<file path="config.mk">
export PLATFORM = sky130hd
export DESIGN_NAME = code_xbar
export DESIGN_NICKNAME = d
export VERILOG_FILES = /design/src/rtl/code_xbar_pkg.sv /design/src/rtl/code_xbar_mst.sv /design/src/rtl/code_xbar_slv.sv /design/src/rtl/code_xbar.sv
export SDC_FILE = /design/constraint.sdc
export NUM_CORES = 1
export LEC_CHECK = 0
export CORE_ASPECT_RATIO = 1.25
export CORE_MARGIN = 3
export CORE_UTILIZATION = 30
export DETAILED_ROUTE_END_ITERATION = 7
export PLACE_DENSITY_LB_ADDON = 0.1
export REMOVE_ABC_BUFFERS = 1
export SYNTH_ARGS = -nofsm -noshare
export SYNTH_HDL_FRONTEND = slang
export SYNTH_SLANG_ARGS = --single-unit
export TNS_END_PERCENT = 20
</file>
<file path="constraint.sdc">
create_clock -name clk -period 6.05 [get_ports clk]
set_clock_uncertainty 0.2 [all_clocks]
set_input_delay 0.9075 -clock clk [delete_from_list [all_inputs] [get_ports clk]]
set_output_delay 0.9075 -clock clk [all_outputs]
set_load 0.02 [all_outputs]
</file>
<file path="src/rtl/code_xbar_pkg.sv">
package code_xbar_pkg;

    localparam int AW     = 32;
    localparam int DW     = 32;
    localparam int NM     = 2;
    localparam int NS     = 2;
    localparam int SW     = (NS > 1) ? $clog2(NS) : 1;
    localparam int MW     = (NM > 1) ? $clog2(NM) : 1;
    localparam int MI_DATA  = 0;
    localparam int MI_INSN  = 1;
    localparam int SI_FLASH = 0;
    localparam int SI_SRAM  = 1;

    typedef enum logic [2:0] {
        MS_IDLE,
        MS_HOLD,
        MS_SLV,
        MS_ERR1,
        MS_ERR2
    } mst_state_e;

    typedef struct packed {
        logic [AW-1:0] addr;
        logic          write;
        logic [2:0]    size;
    } req_t;

endpackage

</file>
<file path="src/rtl/code_xbar_mst.sv">
module code_xbar_mst
    import code_xbar_pkg::*;
#(
    parameter int REGION_LSB = 29,
    parameter int SEL_BIT    = 28
) (
    input  logic                   clk,
    input  logic                   rst_n,
    input  logic [AW-1:0]          haddr,
    input  logic [1:0]             htrans,
    input  logic                   hwrite,
    input  logic [2:0]             hsize,
    output logic                   hready,
    output logic                   hresp,
    output logic [DW-1:0]          hrdata,
    output logic                   req_vld,
    output logic [SW-1:0]          req_sel,
    output req_t                   req,
    input  logic [NS-1:0]          accept,
    input  logic [NS-1:0]          slv_ready,
    input  logic [NS-1:0]          slv_resp,
    input  logic [NS-1:0][DW-1:0]  slv_rdata
);

    typedef struct packed {
        mst_state_e    st;
        logic [SW-1:0] sel;
        req_t          hold;
        logic [SW-1:0] hold_sel;
    } mst_regs_t;

    mst_regs_t r_q, r_d;
    logic      live;
    logic      in_reg;

    always_comb begin
        r_d    = r_q;
        hready = 1'b1;
        hresp  = 1'b0;
        hrdata = '0;

        // response seen by the master in its current data phase
        unique case (r_q.st)
            MS_HOLD: hready = 1'b0;
            MS_SLV: begin
                hready = slv_ready[r_q.sel];
                hresp  = slv_resp[r_q.sel];
                hrdata = slv_rdata[r_q.sel];
            end
            MS_ERR1: begin
                hready = 1'b0;
                hresp  = 1'b1;
            end
            MS_ERR2: hresp = 1'b1;
            default: ;
        endcase

        in_reg = (haddr[AW-1:REGION_LSB] == '0);
        live   = htrans[1] && hready;

        // request offered to the slave arbiters
        if (r_q.st == MS_HOLD) begin
            req_vld = 1'b1;
            req_sel = r_q.hold_sel;
            req     = r_q.hold;
        end else begin
            req_vld = live && in_reg;
            req_sel = haddr[SEL_BIT +: SW];
            req     = '{addr: haddr, write: hwrite, size: hsize};
        end

        // state advance
        if (r_q.st == MS_HOLD) begin
            if (accept[r_q.hold_sel]) begin
                r_d.st  = MS_SLV;
                r_d.sel = r_q.hold_sel;
            end
        end else if (r_q.st == MS_ERR1) begin
            r_d.st = MS_ERR2;
        end else if (hready) begin
            if (!live) begin
                r_d.st = MS_IDLE;
            end else if (!in_reg) begin
                r_d.st = MS_ERR1;
            end else if (accept[req_sel]) begin
                r_d.st  = MS_SLV;
                r_d.sel = req_sel;
            end else begin
                r_d.st       = MS_HOLD;
                r_d.hold     = req;
                r_d.hold_sel = req_sel;
            end
        end
    end

    always_ff @(posedge clk or negedge rst_n) begin
        if (!rst_n) begin
            r_q <= '{st: MS_IDLE, sel: '0, hold: '0, hold_sel: '0};
        end else begin
            r_q <= r_d;
        end
    end

endmodule

</file>
<file path="src/rtl/code_xbar_slv.sv">
module code_xbar_slv
    import code_xbar_pkg::*;
#(
    parameter int IDX = 0
) (
    input  logic                   clk,
    input  logic                   rst_n,
    input  logic [NM-1:0]          req_vld,
    input  logic [NM-1:0][SW-1:0]  req_sel,
    input  req_t [NM-1:0]          req,
    input  logic [NM-1:0][DW-1:0]  mst_wdata,
    input  logic                   hreadyout,
    output logic [NM-1:0]          accept,
    output logic [AW-1:0]          haddr,
    output logic [1:0]             htrans,
    output logic                   hwrite,
    output logic [2:0]             hsize,
    output logic [DW-1:0]          hwdata,
    output logic                   hready,
    output logic                   own_vld,
    output logic [MW-1:0]          own_idx
);

    typedef struct packed {
        logic          vld;
        logic [MW-1:0] idx;
    } own_t;

    own_t          own_q, own_d;
    logic          found;
    logic [MW-1:0] pick;

    always_comb begin
        own_d = own_q;
        found = 1'b0;
        pick  = '0;

        // fixed priority: lowest master index (data master) wins
        for (int m = 0; m < NM; m++) begin
            if (!found && req_vld[m] && (req_sel[m] == SW'(IDX))) begin
                found = 1'b1;
                pick  = MW'(m);
            end
        end

        accept       = '0;
        accept[pick] = found && hreadyout;

        haddr  = found ? req[pick].addr  : '0;
        htrans = found ? 2'b10           : 2'b00;
        hwrite = found ? req[pick].write : 1'b0;
        hsize  = found ? req[pick].size  : 3'b000;
        hready = hreadyout;
        hwdata = own_q.vld ? mst_wdata[own_q.idx] : '0;

        // data-phase ownership moves only on a ready cycle
        if (hreadyout) begin
            own_d.vld = found;
            own_d.idx = pick;
        end
    end

    always_ff @(posedge clk or negedge rst_n) begin
        if (!rst_n) begin
            own_q <= '0;
        end else begin
            own_q <= own_d;
        end
    end

    assign own_vld = own_q.vld;
    assign own_idx = own_q.idx;

endmodule

</file>
<file path="src/rtl/code_xbar.sv">
module code_xbar
    import code_xbar_pkg::*;
#(
    parameter int REGION_LSB = 29,
    parameter int SEL_BIT    = 28
) (
    input  logic          clk,
    input  logic          rst_n,
    input  logic [AW-1:0] d_haddr,
    input  logic [1:0]    d_htrans,
    input  logic          d_hwrite,
    input  logic [2:0]    d_hsize,
    input  logic [DW-1:0] d_hwdata,
    output logic [DW-1:0] d_hrdata,
    output logic          d_hready,
    output logic          d_hresp,
    input  logic [AW-1:0] i_haddr,
    input  logic [1:0]    i_htrans,
    input  logic [2:0]    i_hsize,
    output logic [DW-1:0] i_hrdata,
    output logic          i_hready,
    output logic          i_hresp,
    output logic [AW-1:0] f_haddr,
    output logic [1:0]    f_htrans,
    output logic          f_hwrite,
    output logic [2:0]    f_hsize,
    output logic [DW-1:0] f_hwdata,
    output logic          f_hready,
    input  logic [DW-1:0] f_hrdata,
    input  logic          f_hreadyout,
    input  logic          f_hresp,
    output logic [AW-1:0] s_haddr,
    output logic [1:0]    s_htrans,
    output logic          s_hwrite,
    output logic [2:0]    s_hsize,
    output logic [DW-1:0] s_hwdata,
    output logic          s_hready,
    input  logic [DW-1:0] s_hrdata,
    input  logic          s_hreadyout,
    input  logic          s_hresp
);

    logic [NM-1:0][AW-1:0]  m_haddr;
    logic [NM-1:0][1:0]     m_htrans;
    logic [NM-1:0]          m_hwrite;
    logic [NM-1:0][2:0]     m_hsize;
    logic [NM-1:0][DW-1:0]  m_hwdata;
    logic [NM-1:0][DW-1:0]  m_hrdata;
    logic [NM-1:0]          m_hready;
    logic [NM-1:0]          m_hresp;

    logic [NS-1:0]          sl_ready;
    logic [NS-1:0]          sl_resp;
    logic [NS-1:0][DW-1:0]  sl_rdata;
    logic [NS-1:0][AW-1:0]  sl_haddr;
    logic [NS-1:0][1:0]     sl_htrans;
    logic [NS-1:0]          sl_hwrite;
    logic [NS-1:0][2:0]     sl_hsize;
    logic [NS-1:0][DW-1:0]  sl_hwdata;
    logic [NS-1:0]          sl_hready;

    logic [NM-1:0]          req_vld;
    logic [NM-1:0][SW-1:0]  req_sel;
    req_t [NM-1:0]          req;
    logic [NS-1:0][NM-1:0]  acc_by_slv;
    logic [NM-1:0][NS-1:0]  acc_by_mst;
    logic [NS-1:0]          own_vld;
    logic [NS-1:0][MW-1:0]  own_idx;

    // master side packing
    assign m_haddr[MI_DATA]  = d_haddr;
    assign m_htrans[MI_DATA] = d_htrans;
    assign m_hwrite[MI_DATA] = d_hwrite;
    assign m_hsize[MI_DATA]  = d_hsize;
    assign m_hwdata[MI_DATA] = d_hwdata;
    assign m_haddr[MI_INSN]  = i_haddr;
    assign m_htrans[MI_INSN] = i_htrans;
    assign m_hwrite[MI_INSN] = 1'b0;
    assign m_hsize[MI_INSN]  = i_hsize;
    assign m_hwdata[MI_INSN] = '0;

    assign d_hrdata = m_hrdata[MI_DATA];
    assign d_hready = m_hready[MI_DATA];
    assign d_hresp  = m_hresp[MI_DATA];
    assign i_hrdata = m_hrdata[MI_INSN];
    assign i_hready = m_hready[MI_INSN];
    assign i_hresp  = m_hresp[MI_INSN];

    // slave side packing
    assign sl_ready[SI_FLASH] = f_hreadyout;
    assign sl_resp[SI_FLASH]  = f_hresp;
    assign sl_rdata[SI_FLASH] = f_hrdata;
    assign sl_ready[SI_SRAM]  = s_hreadyout;
    assign sl_resp[SI_SRAM]   = s_hresp;
    assign sl_rdata[SI_SRAM]  = s_hrdata;

    assign f_haddr  = sl_haddr[SI_FLASH];
    assign f_htrans = sl_htrans[SI_FLASH];
    assign f_hwrite = sl_hwrite[SI_FLASH];
    assign f_hsize  = sl_hsize[SI_FLASH];
    assign f_hwdata = sl_hwdata[SI_FLASH];
    assign f_hready = sl_hready[SI_FLASH];
    assign s_haddr  = sl_haddr[SI_SRAM];
    assign s_htrans = sl_htrans[SI_SRAM];
    assign s_hwrite = sl_hwrite[SI_SRAM];
    assign s_hsize  = sl_hsize[SI_SRAM];
    assign s_hwdata = sl_hwdata[SI_SRAM];
    assign s_hready = sl_hready[SI_SRAM];

    for (genvar m = 0; m < NM; m++) begin : g_acc_m
        for (genvar s = 0; s < NS; s++) begin : g_acc_s
            assign acc_by_mst[m][s] = acc_by_slv[s][m];
        end
    end

    for (genvar m = 0; m < NM; m++) begin : g_mst
        code_xbar_mst #(
            .REGION_LSB (REGION_LSB),
            .SEL_BIT    (SEL_BIT)
        ) u_mst (
            .clk       (clk),
            .rst_n     (rst_n),
            .haddr     (m_haddr[m]),
            .htrans    (m_htrans[m]),
            .hwrite    (m_hwrite[m]),
            .hsize     (m_hsize[m]),
            .hready    (m_hready[m]),
            .hresp     (m_hresp[m]),
            .hrdata    (m_hrdata[m]),
            .req_vld   (req_vld[m]),
            .req_sel   (req_sel[m]),
            .req       (req[m]),
            .accept    (acc_by_mst[m]),
            .slv_ready (sl_ready),
            .slv_resp  (sl_resp),
            .slv_rdata (sl_rdata)
        );
    end

    for (genvar s = 0; s < NS; s++) begin : g_slv
        code_xbar_slv #(
            .IDX (s)
        ) u_slv (
            .clk       (clk),
            .rst_n     (rst_n),
            .req_vld   (req_vld),
            .req_sel   (req_sel),
            .req       (req),
            .mst_wdata (m_hwdata),
            .hreadyout (sl_ready[s]),
            .accept    (acc_by_slv[s]),
            .haddr     (sl_haddr[s]),
            .htrans    (sl_htrans[s]),
            .hwrite    (sl_hwrite[s]),
            .hsize     (sl_hsize[s]),
            .hwdata    (sl_hwdata[s]),
            .hready    (sl_hready[s]),
            .own_vld   (own_vld[s]),
            .own_idx   (own_idx[s])
        );
    end

endmodule

</file>
# Word level (Yosys, flattened, before mapping)
# Index checks and enable logic that the tools add are counted.
word_totals:
  romBits: 0
  ram_bits: 0
  word_cells: 172
  latchBits: 0
  n_memories: 0
  out_inout_bits: 210
  in_bits: 177
  ff_bits: 86
classes:
  shifts: 0
  reduce_logical: 38
  n_lt_le_gt_ge: 12
  bitwise: 10
  mux: 84
  add_sub_neg: 0
  mul: 0
  n_eq_ne: 12
  n_div: 0
op_table:
  columns: ["cell", "count"]
  rows:
  - ["two-way mux 32 bit", 14]
  - ["two-way mux 38 bit", 6]
  - ["two-way mux 36 bit", 6]
  - ["two-way mux 41 bit", 2]
  - ["two-way mux 37 bit", 2]
  - ["two-way mux 1 bit", 32]
  - ["two-way mux 3 bit", 8]
  - ["AND reduction 6 bit", 4]
  - ["less-than comparator 1 x 2 -> 1 bit (second input constant)", 10]
  - ["two-way mux 4 bit", 4]
  - ["nonzero test 2 bit", 8]
  - ["logical AND 1 bit", 14]
  - ["equality test 3 x 2 -> 1 bit (second input constant)", 4]
  - ["two-way mux 2 bit", 4]
  - ["NOT 1 bit", 8]
  - ["one-hot mux 1 bit (2 select lines)", 4]
  - ["OR reduction 2 bit", 4]
  - ["equality test 3 x 1 -> 1 bit (second input constant)", 2]
  - ["equality test 3 bit (second input constant)", 2]
  - ["logical NOT 3 bit", 2]
  - ["nonzero test 3 bit", 2]
  - ["AND 2 bit", 2]
  - ["inequality test 2 x 1 -> 1 bit (second input constant)", 2]
  - ["inequality test 2 bit (second input constant)", 2]
  - ["4 further kinds", 8]

# Logic depth before layout (Yosys ltp)
# Gate-level depths: netlist (run 1).
depth:
  depth_word: 25
  depth_mapped: 9
  depth_no_buf: 6

# Hierarchy
# A second synthesis (run 1) with hierarchy kept.
unflattened:
  hier_cells: 881
  hier_area_um2: 8281.7
modules_own_cells:
  columns: ["mod", "cells_each", "seq_area_each_um2", "instances", "area_each_um2"]
  rows:
  - ["code_xbar_mst", 245, 1026.0, 2, 2706.3]
  - ["code_xbar_slv (g_slv[0].u_slv)", 175, 50.0, 1, 1480.2]
  - ["code_xbar_slv (g_slv[1].u_slv)", 215, 50.0, 1, 1385.1]
  - ["code_xbar", 1, 0.0, 1, 3.8]

# Worst setup path before layout (run 1)
# Ideal clock, no wire load.
synth_path:
  path_type: "input -> output"
  start: "input f_hreadyout"
  end: "output f_haddr[11]"
  setup_slack_ns: 2.179
  arrival_time_ns: 2.764
  required_time_ns: 4.943
  path_buffers: 3
  path_stages: 8
  path_cell_list: "buf_2 -> mux2_4 -> o2111ai_1 -> o22a_1 -> or2_2 -> clkbuf_1 -> buf_1 -> o22ai_1"
synth_between:
  elab_chain_cells: 15
  word_cells_on_any_way: 22
  classes_between: "mux (14); reduce/logical (8)"
synth_lines:
  columns: ["item", "line_no", "rtl"]
  rows:
  - ["start, declared", "code_xbar.sv:30", "input logic f_hreadyout,"]
  - ["two-way mux 1 bit (not written as such) (2 in series)", "code_xbar_mst.sv:46", "hready = slv_ready[r_q.sel];"]
  - ["one-hot mux 1 bit (2 select lines)", "code_xbar_mst.sv:43", "unique case (r_q.st)"]
  - ["logical AND 1 bit", "code_xbar_mst.sv:59", "live = htrans[1] && hready;"]
  - ["logical AND 1 bit", "code_xbar_mst.sv:67", "req_vld = live && in_reg;"]
  - ["two-way mux 1 bit", "code_xbar_mst.sv:62", "if (r_q.st == MS_HOLD) begin"]
  - ["logical AND 1 bit", "code_xbar_slv.sv:40", "if (!found && req_vld[m] && (req_sel[m] == SW'(IDX))) begin"]
  - ["two-way mux 1 bit", "code_xbar_slv.sv:40", null]
  - ["logical NOT 1 bit", "code_xbar_slv.sv:40", null]
  - ["logical AND 1 bit (2 in series)", "code_xbar_slv.sv:40", null]
  - ["two-way mux 1 bit", "code_xbar_slv.sv:40", null]
  - ["two-way mux 36 bit (not written as such) (2 in series)", "code_xbar_slv.sv:49", "haddr = found ? req[pick].addr : '0;"]
  - ["two-way mux 32 bit (*)", "code_xbar_slv.sv:49", null]
  - ["end, declared", "code_xbar.sv:23", "output logic [AW-1:0] f_haddr,"]
# Every way passes the cells marked *; elsewhere a longest branch is shown, timed or not. The select of a mux whose other input is x is not followed.

# Worst setup path after layout (run 1)
layout_path:
  start: "input f_hreadyout"
  end: "output f_haddr[1]"
# Same word-level chain as after synthesis.

==> flow_metrics.env, run 1 <==
export IMPL_slew_viol_final=0
export IMPL_whs_ns=0.286
export IMPL_path_max_fanout=36
export IMPL_synth_most_common_cell="mux2i_1"
export IMPL_grt_pass1_wl_um=38700
export IMPL_pin_count=387
export IMPL_synth_edf_count=0
export IMPL_synth_common_cells="mux2i_1, nor2_1, dfrtp_1"
export IMPL_holdBufCountCts=0
export IMPL_crit_slowest_cell="or2_2"
export IMPL_critical_path_buf_inv_count=2
export IMPL_async_flop_share_pct=100
export IMPL_worstReg2RegEnd="g_mst[0].u_mst.r_q[23]"
export IMPL_holdCritPathClass="reg -> reg"
export IMPL_antenna_found_initial=7
export IMPL_rows=58
export IMPL_h_tree_depth=3
export IMPL_synth_main_ff_cell="dfrtp_1"
export IMPL_syn_area_per_cell_um2=9.23
export IMPL_worst_path_largest_cell_delay_ns=0.76
export IMPL_worstSetupStartpointType="input pin"
export IMPL_hold_viol=0
export IMPL_yosysTopAreaCellShare_pct=34.1
export IMPL_outcome="finished clean"
export IMPL_vias=6472
export IMPL_drtAntennaViolNets=0
export IMPL_placed_cell_area_um2=10400
export IMPL_cts_resized=0
export IMPL_avgRoutedWirePerCell_um=19.7
export IMPL_rsz0062_at_grt="false"
export IMPL_setup_violations_final=0
export IMPL_leakage_nw=4.29
export IMPL_area_delta_synth_final_pct=69.0
export IMPL_dr_pass1_iters=5
export IMPL_hold_path_depth=1
export IMPL_clk_path_buf_depth=2
export IMPL_fin_crit_sh_pct=88.4
export IMPL_critPathKind="in -> out"
export IMPL_path_delay_family="buffers and inverters"
export IMPL_n_fill_cell=1942
export IMPL_clkTransAtPathRegs_ns=0.06
export IMPL_place_hpwl_um=19300
export IMPL_syn_area_um2=6320
export IMPL_vdd_drop_max_uv=270
export IMPL_clock_sinks=86
export IMPL_netlist_instances=685
export IMPL_clk_latency_ns=0.33
export IMPL_finalWeightedCongestion=0.768
export IMPL_tightest_slew_ns=0.923
export IMPL_slew_headroom_pct=38.5
export IMPL_routed_wl_um=25800
export IMPL_r2r_cells=9
export IMPL_cpMostUsedCell="clkdlybuf4s50_1"
export IMPL_crit_arrival_ns=4.24
export IMPL_cts_root_buf="clkbuf_16"
export IMPL_min_to="g_mst[1].u_mst.r_q[16]"
export IMPL_power_density_nw_per_um2=474
export IMPL_final_area_um2=10700
export IMPL_fp_dieArea_um2=22900
export IMPL_grt_max_degree=56
export IMPL_core_region_area_um2=20400
export IMPL_yosys_area_top_type="dfrtp_1"
export IMPL_drive_gt1_share_pct=7.43
export IMPL_hp_start="g_mst[1].u_mst.r_q[16]"
export IMPL_max_freq_ghz=0.187
export IMPL_tns_ns=0
export IMPL_yosys_register_bits=86
export IMPL_cts_tree="built"
export IMPL_postCtsSetupRepairBufs=0
export IMPL_grt_overflow=0
export IMPL_die_w_um=136
export IMPL_netlist_cell_type_count=44
export IMPL_path_cells="clkdlybuf4s50_1 > mux2_4 > o2111ai_1 > o22a_1 > or2_2 > o22ai_1 > clkdlybuf4s50_1"
export IMPL_grt_pass1_vias=6556
export IMPL_max_cap_violations=0
export IMPL_drcViolationCount=0
export IMPL_regToRegSetupSlack_ns=2.29
export IMPL_cts_buffers=9
export IMPL_start_util_pct=31.0
export IMPL_grtUsageTotal_pct=21.7
export IMPL_fin_crit_ns=5.35
export IMPL_die_h_um=168
export IMPL_yosys_warnings=0
export IMPL_r2r_start="g_mst[0].u_mst.r_q[38]"
export IMPL_synth_area_leaders="dfrtp_1, mux2i_1, o22ai_1, mux2_4, and2_1"
export IMPL_critPathCaptureType="output port"
export IMPL_drt_iter0_drc=219
export IMPL_via_per_inst=4.94
export IMPL_nets=1209
export IMPL_portBuffers=382
export IMPL_ys_seq_area_share_pct=34.1
export IMPL_required_ns=4.94
==> registers in the layout, indices dropped and copies added, names as in the netlist <==
register	flops
g_mst.u_mst.r_q	82
g_slv.u_slv.own_idx	2
g_slv.u_slv.own_vld	2
==> metrics by stage <==
stage               instances  setup slack (ns)  utilization, %  power, mW
global route             1308             0.589            52.4       5.38
detailed placement       1291             0.752            50.8       4.51
global placement         1291             0.743            50.8       4.50
CTS                      1306             0.736            52.3       5.12
floorplan                 621             -1.56               -       3.00
finish                   1309             0.702            52.4       5.07
==> routing by layer <==
layer	vias up	wire length, um	global-route usage (%)
li1	3141	-	-
met1	3022	10400	25.7
met2	268	12400	36.8
met3	33	2520	7.92
met4	8	514	6.18
met5	-	38	0
==> how the worst max path moves through the flow <==
stage,from,to,depth (start not counted),slack (ns)
2_1_floorplan,g_mst[0].u_mst.r_q[39],g_mst[0].u_mst.r_q[10],5,-1.56
3_3_place_gp,f_hreadyout,f_haddr[1],7,0.74
3_5_place_dp,f_hreadyout,f_haddr[10],7,0.75
4_1_cts,f_hreadyout,f_haddr[1],7,0.74
5_1_grt,f_hreadyout,f_hwrite,7,0.59
6_report,f_hreadyout,f_haddr[1],7,0.70
==> cell families (layout without fill, tap and decap cells) <==
group | after synthesis | after routing | synth area share, %
AND/OR/NAND/NOR | 211 | 211 | 16.5
multiplexers | 173 | 173 | 29.8
AO/OA/AOI/OAI | 140 | 140 | 14.2
flip-flops | 86 | 86 | 34.1
buffers and inverters | 74 | 424 | 5.38
other | 1 | 5 | 0.0593
==> placed cells by master (no fill, tap or decap), types with 3 or more instances in the layout <==
cell type	count
dfrtp_1	84
and2_1	66
nor2_1	107
nand2b_1	6
nand2_1	9
clkbuf_16	9
clkdlybuf4s50_1	381
nor2b_1	13
buf_4	18
o211ai_1	3
o22ai_1	73
mux2_1	7
diode_2	3
a21oi_1	35
mux2i_1	136
o21ai_0	6
mux2_4	28
inv_1	9
==> report_power, final <==
part | internal [mW] | total (mW) | switching (mW)
Clock | 0.360 | 0.586 | 0.227
Sequential | 0.836 | 0.993 | 0.157
Combinational | 1.63 | 3.49 | 1.85
==> layout make-up <==
type | instances | area [um2] | area share (%)
inverter | 9 | 33.8 | 0.316
timing repair buffer | 400 | 3970 | 37.2
tap | 270 | 338 | 3.16
clock buffer | 11 | 233 | 2.18
clock inverter | 4 | 72.6 | 0.679
multi-input combinational | 526 | 3870 | 36.3
antenna | 3 | 7.51 | 0.0703
sequential | 86 | 2150 | 20.2
Power figures use the tool's default switching activity.
==> inputs of run 2 (changes only) <==
CAP_MARGIN = 20   (was unset)
PLACE_DENSITY = 0.66   (was unset)
PLACE_DENSITY_LB_ADDON = unset   (was 0.1)
==> run 2 against run 1 <==
  * Global-route usage fell by 0.16 points
  * Critical endpoint is now s_haddr[8]
  * Flip-flop and latch count unchanged
  * Via count up 0.46%
  * Highest routed layer unchanged
  * Final cell count is 0.38% higher
  * Wire length increased by 1.6%
  * Worst hold slack barely moved
==> flow_metrics.env, run 2 (synthesis gave the netlist of run 1 again) <==
export IMPL_outcome="finished clean"
export IMPL_core_region_area_um2=20400
export IMPL_avgRoutedWirePerCell_um=20.0
export IMPL_worstSetupStartpointType="input pin"
export IMPL_grt_pass1_vias=6411
export IMPL_setup_violations_final=0
export IMPL_routed_wl_um=26200
export IMPL_critPathCaptureType="output port"
export IMPL_rows=58
export IMPL_clk_latency_ns=0.33
export IMPL_vias=6502
export IMPL_tightest_slew_ns=0.979
export IMPL_fp_dieArea_um2=22900
export IMPL_worst_path_largest_cell_delay_ns=0.57
export IMPL_vdd_drop_max_uv=258
export IMPL_path_delay_family="buffers and inverters"
export IMPL_holdCritPathClass="reg -> reg"
export IMPL_path_cells="clkdlybuf4s50_1 > buf_4 > mux2_4 > o211a_1 > a32oi_2 > nand2b_2 > buf_4 > o22ai_1 > clkdlybuf4s50_1"
export IMPL_slew_viol_final=0
export IMPL_slew_headroom_pct=34.7
export IMPL_final_common_cell="clkdlybuf4s50_1"
export IMPL_path_max_fanout=21
export IMPL_dr_pass1_iters=4
export IMPL_max_freq_ghz=0.190
export IMPL_postCtsSetupRepairBufs=0
export IMPL_nets=1210
export IMPL_cts_resized=0
export IMPL_grtUsageTotal_pct=21.5
export IMPL_finalWeightedCongestion=0.849
export IMPL_leakage_nw=4.28
export IMPL_largest_register="g_mst.u_mst.r_q"
export IMPL_crit_arrival_ns=4.16
export IMPL_area_delta_synth_final_pct=68.7
export IMPL_dp_cells=1292
export IMPL_antenna_found_initial=7
export IMPL_start_util_pct=31.0
export IMPL_fin_crit_ns=5.26
export IMPL_grt_overflow=0
export IMPL_most_common_layout_cells="clkdlybuf4s50_1, mux2i_1, nor2_1, dfrtp_1, o22ai_1"
export IMPL_max_cap_violations=0
export IMPL_cts_tree="built"
export IMPL_grt_pass1_wl_um=38100
export IMPL_pin_count=387
export IMPL_largest_reg_flops=82
export IMPL_cts_buffers=9
export IMPL_portBuffers=382
export IMPL_clk_path_buf_depth=2
export IMPL_crit_slowest_cell="nand2b_2"
export IMPL_grt_max_degree=58
export IMPL_place_hpwl_um=20100
export IMPL_die_w_um=136
export IMPL_clkTransAtPathRegs_ns=0.07
export IMPL_via_per_inst=4.95
export IMPL_critPathKind="in -> out"
export IMPL_drive_gt1_share_pct=7.80
export IMPL_holdBufCountCts=0
export IMPL_worst_slack_ns=0.787
export IMPL_rsz0062_at_grt="false"
export IMPL_h_tree_depth=3
export IMPL_power_density_nw_per_um2=471
export IMPL_finalNonFillerCells=1314
export IMPL_clock_sinks=86
export IMPL_required_ns=4.94
export IMPL_drtAntennaViolNets=0
export IMPL_fin_crit_sh_pct=87.0
export IMPL_cts_root_buf="clkbuf_16"
export IMPL_drcViolationCount=0
export IMPL_die_h_um=168
export IMPL_drt_iter0_drc=154
export IMPL_pre_cts_ws_ns=0.774
export IMPL_hold_viol=0
export IMPL_critical_path_buf_inv_count=4
export IMPL_n_fill_cell=1882
run 2: cell count changes in the layout (fill, tap and decap cells not counted):
cell	previous run	this run
bufinv_16	2	0
clkbuf_1	2	0
buf_4	18	20
inv_6	0	2
diode_2	3	6
clkinvlp_4	1	3
buf_12	1	0
clkbuf_8	0	1
run 2: path summary, 6_finish.rpt:
check,from,end,slack (ns),depth (start not counted)
min in group asynchronous,rst_n,g_mst[0].u_mst.r_q[26],0.33,1
worst max register to register,g_mst[0].u_mst.r_q[38],g_mst[0].u_mst.r_q[33],2.47,7
worst min register to register,g_mst[1].u_mst.r_q[15],g_mst[1].u_mst.r_q[15],0.29,1
max in group asynchronous,rst_n,g_mst[1].u_mst.r_q[31],4.23,2
worst max-delay path,f_hreadyout,s_haddr[8],0.79,9
worst min-delay path,g_mst[1].u_mst.r_q[15],g_mst[1].u_mst.r_q[15],0.29,1
run 2: where the power goes:
| part | total, mW | switching [mW] | internal [mW] |
|---|---|---|---|
| Sequential | 0.998 | 0.162 | 0.836 |
| Clock | 0.534 | 0.242 | 0.292 |
| Combinational | 3.49 | 1.86 | 1.63 |
run 2: stage by stage:
stage | hold slack, ns | power, mW | utilization, % | TNS [ns] | area [um2]
3_3_place_gp | 0.266 | 4.49 | 50.8 | 0 | 10400
2_1_floorplan | 0.258 | 3.00 | - | -57.00 | 6020
6_report | 0.287 | 5.02 | 52.3 | 0 | 10700
3_5_place_dp | 0.275 | 4.51 | 50.8 | 0 | 10400
4_1_cts | 0.290 | 5.07 | 52.2 | 0 | 10600
5_1_grt | 0.314 | 5.31 | 52.3 | 0 | 10700
run 2: area by class of cell:
| type | instances | area [um2] | share of cell area [%] |
|---|---|---|---|
| repair buffers | 401 | 3960 | 37.2 |
| multi-input cells | 526 | 3870 | 36.3 |
| flip-flops and latches | 86 | 2150 | 20.2 |
| well taps | 270 | 338 | 3.17 |
| clock buffers | 10 | 239 | 2.24 |
| clock inverters | 6 | 45.0 | 0.422 |
| inverters | 9 | 33.8 | 0.317 |
| diodes | 6 | 15.0 | 0.141 |
run 2: routing by layer:
metal  vias to the layer above  wire length (um)  GRT usage, %
met5                         -                 7             0
met3                        32              2650          8.49
li1                       3147                 -             -
met2                       272             12800          37.3
met1                      3049             10200          24.3
met4                         2               608          6.53
==> inputs of run 3 (changes only) <==
CAP_MARGIN = 5   (was 20)
==> results of run 3 <==
Same layout as run 2: the final DEF is identical, and so are final timing and power.
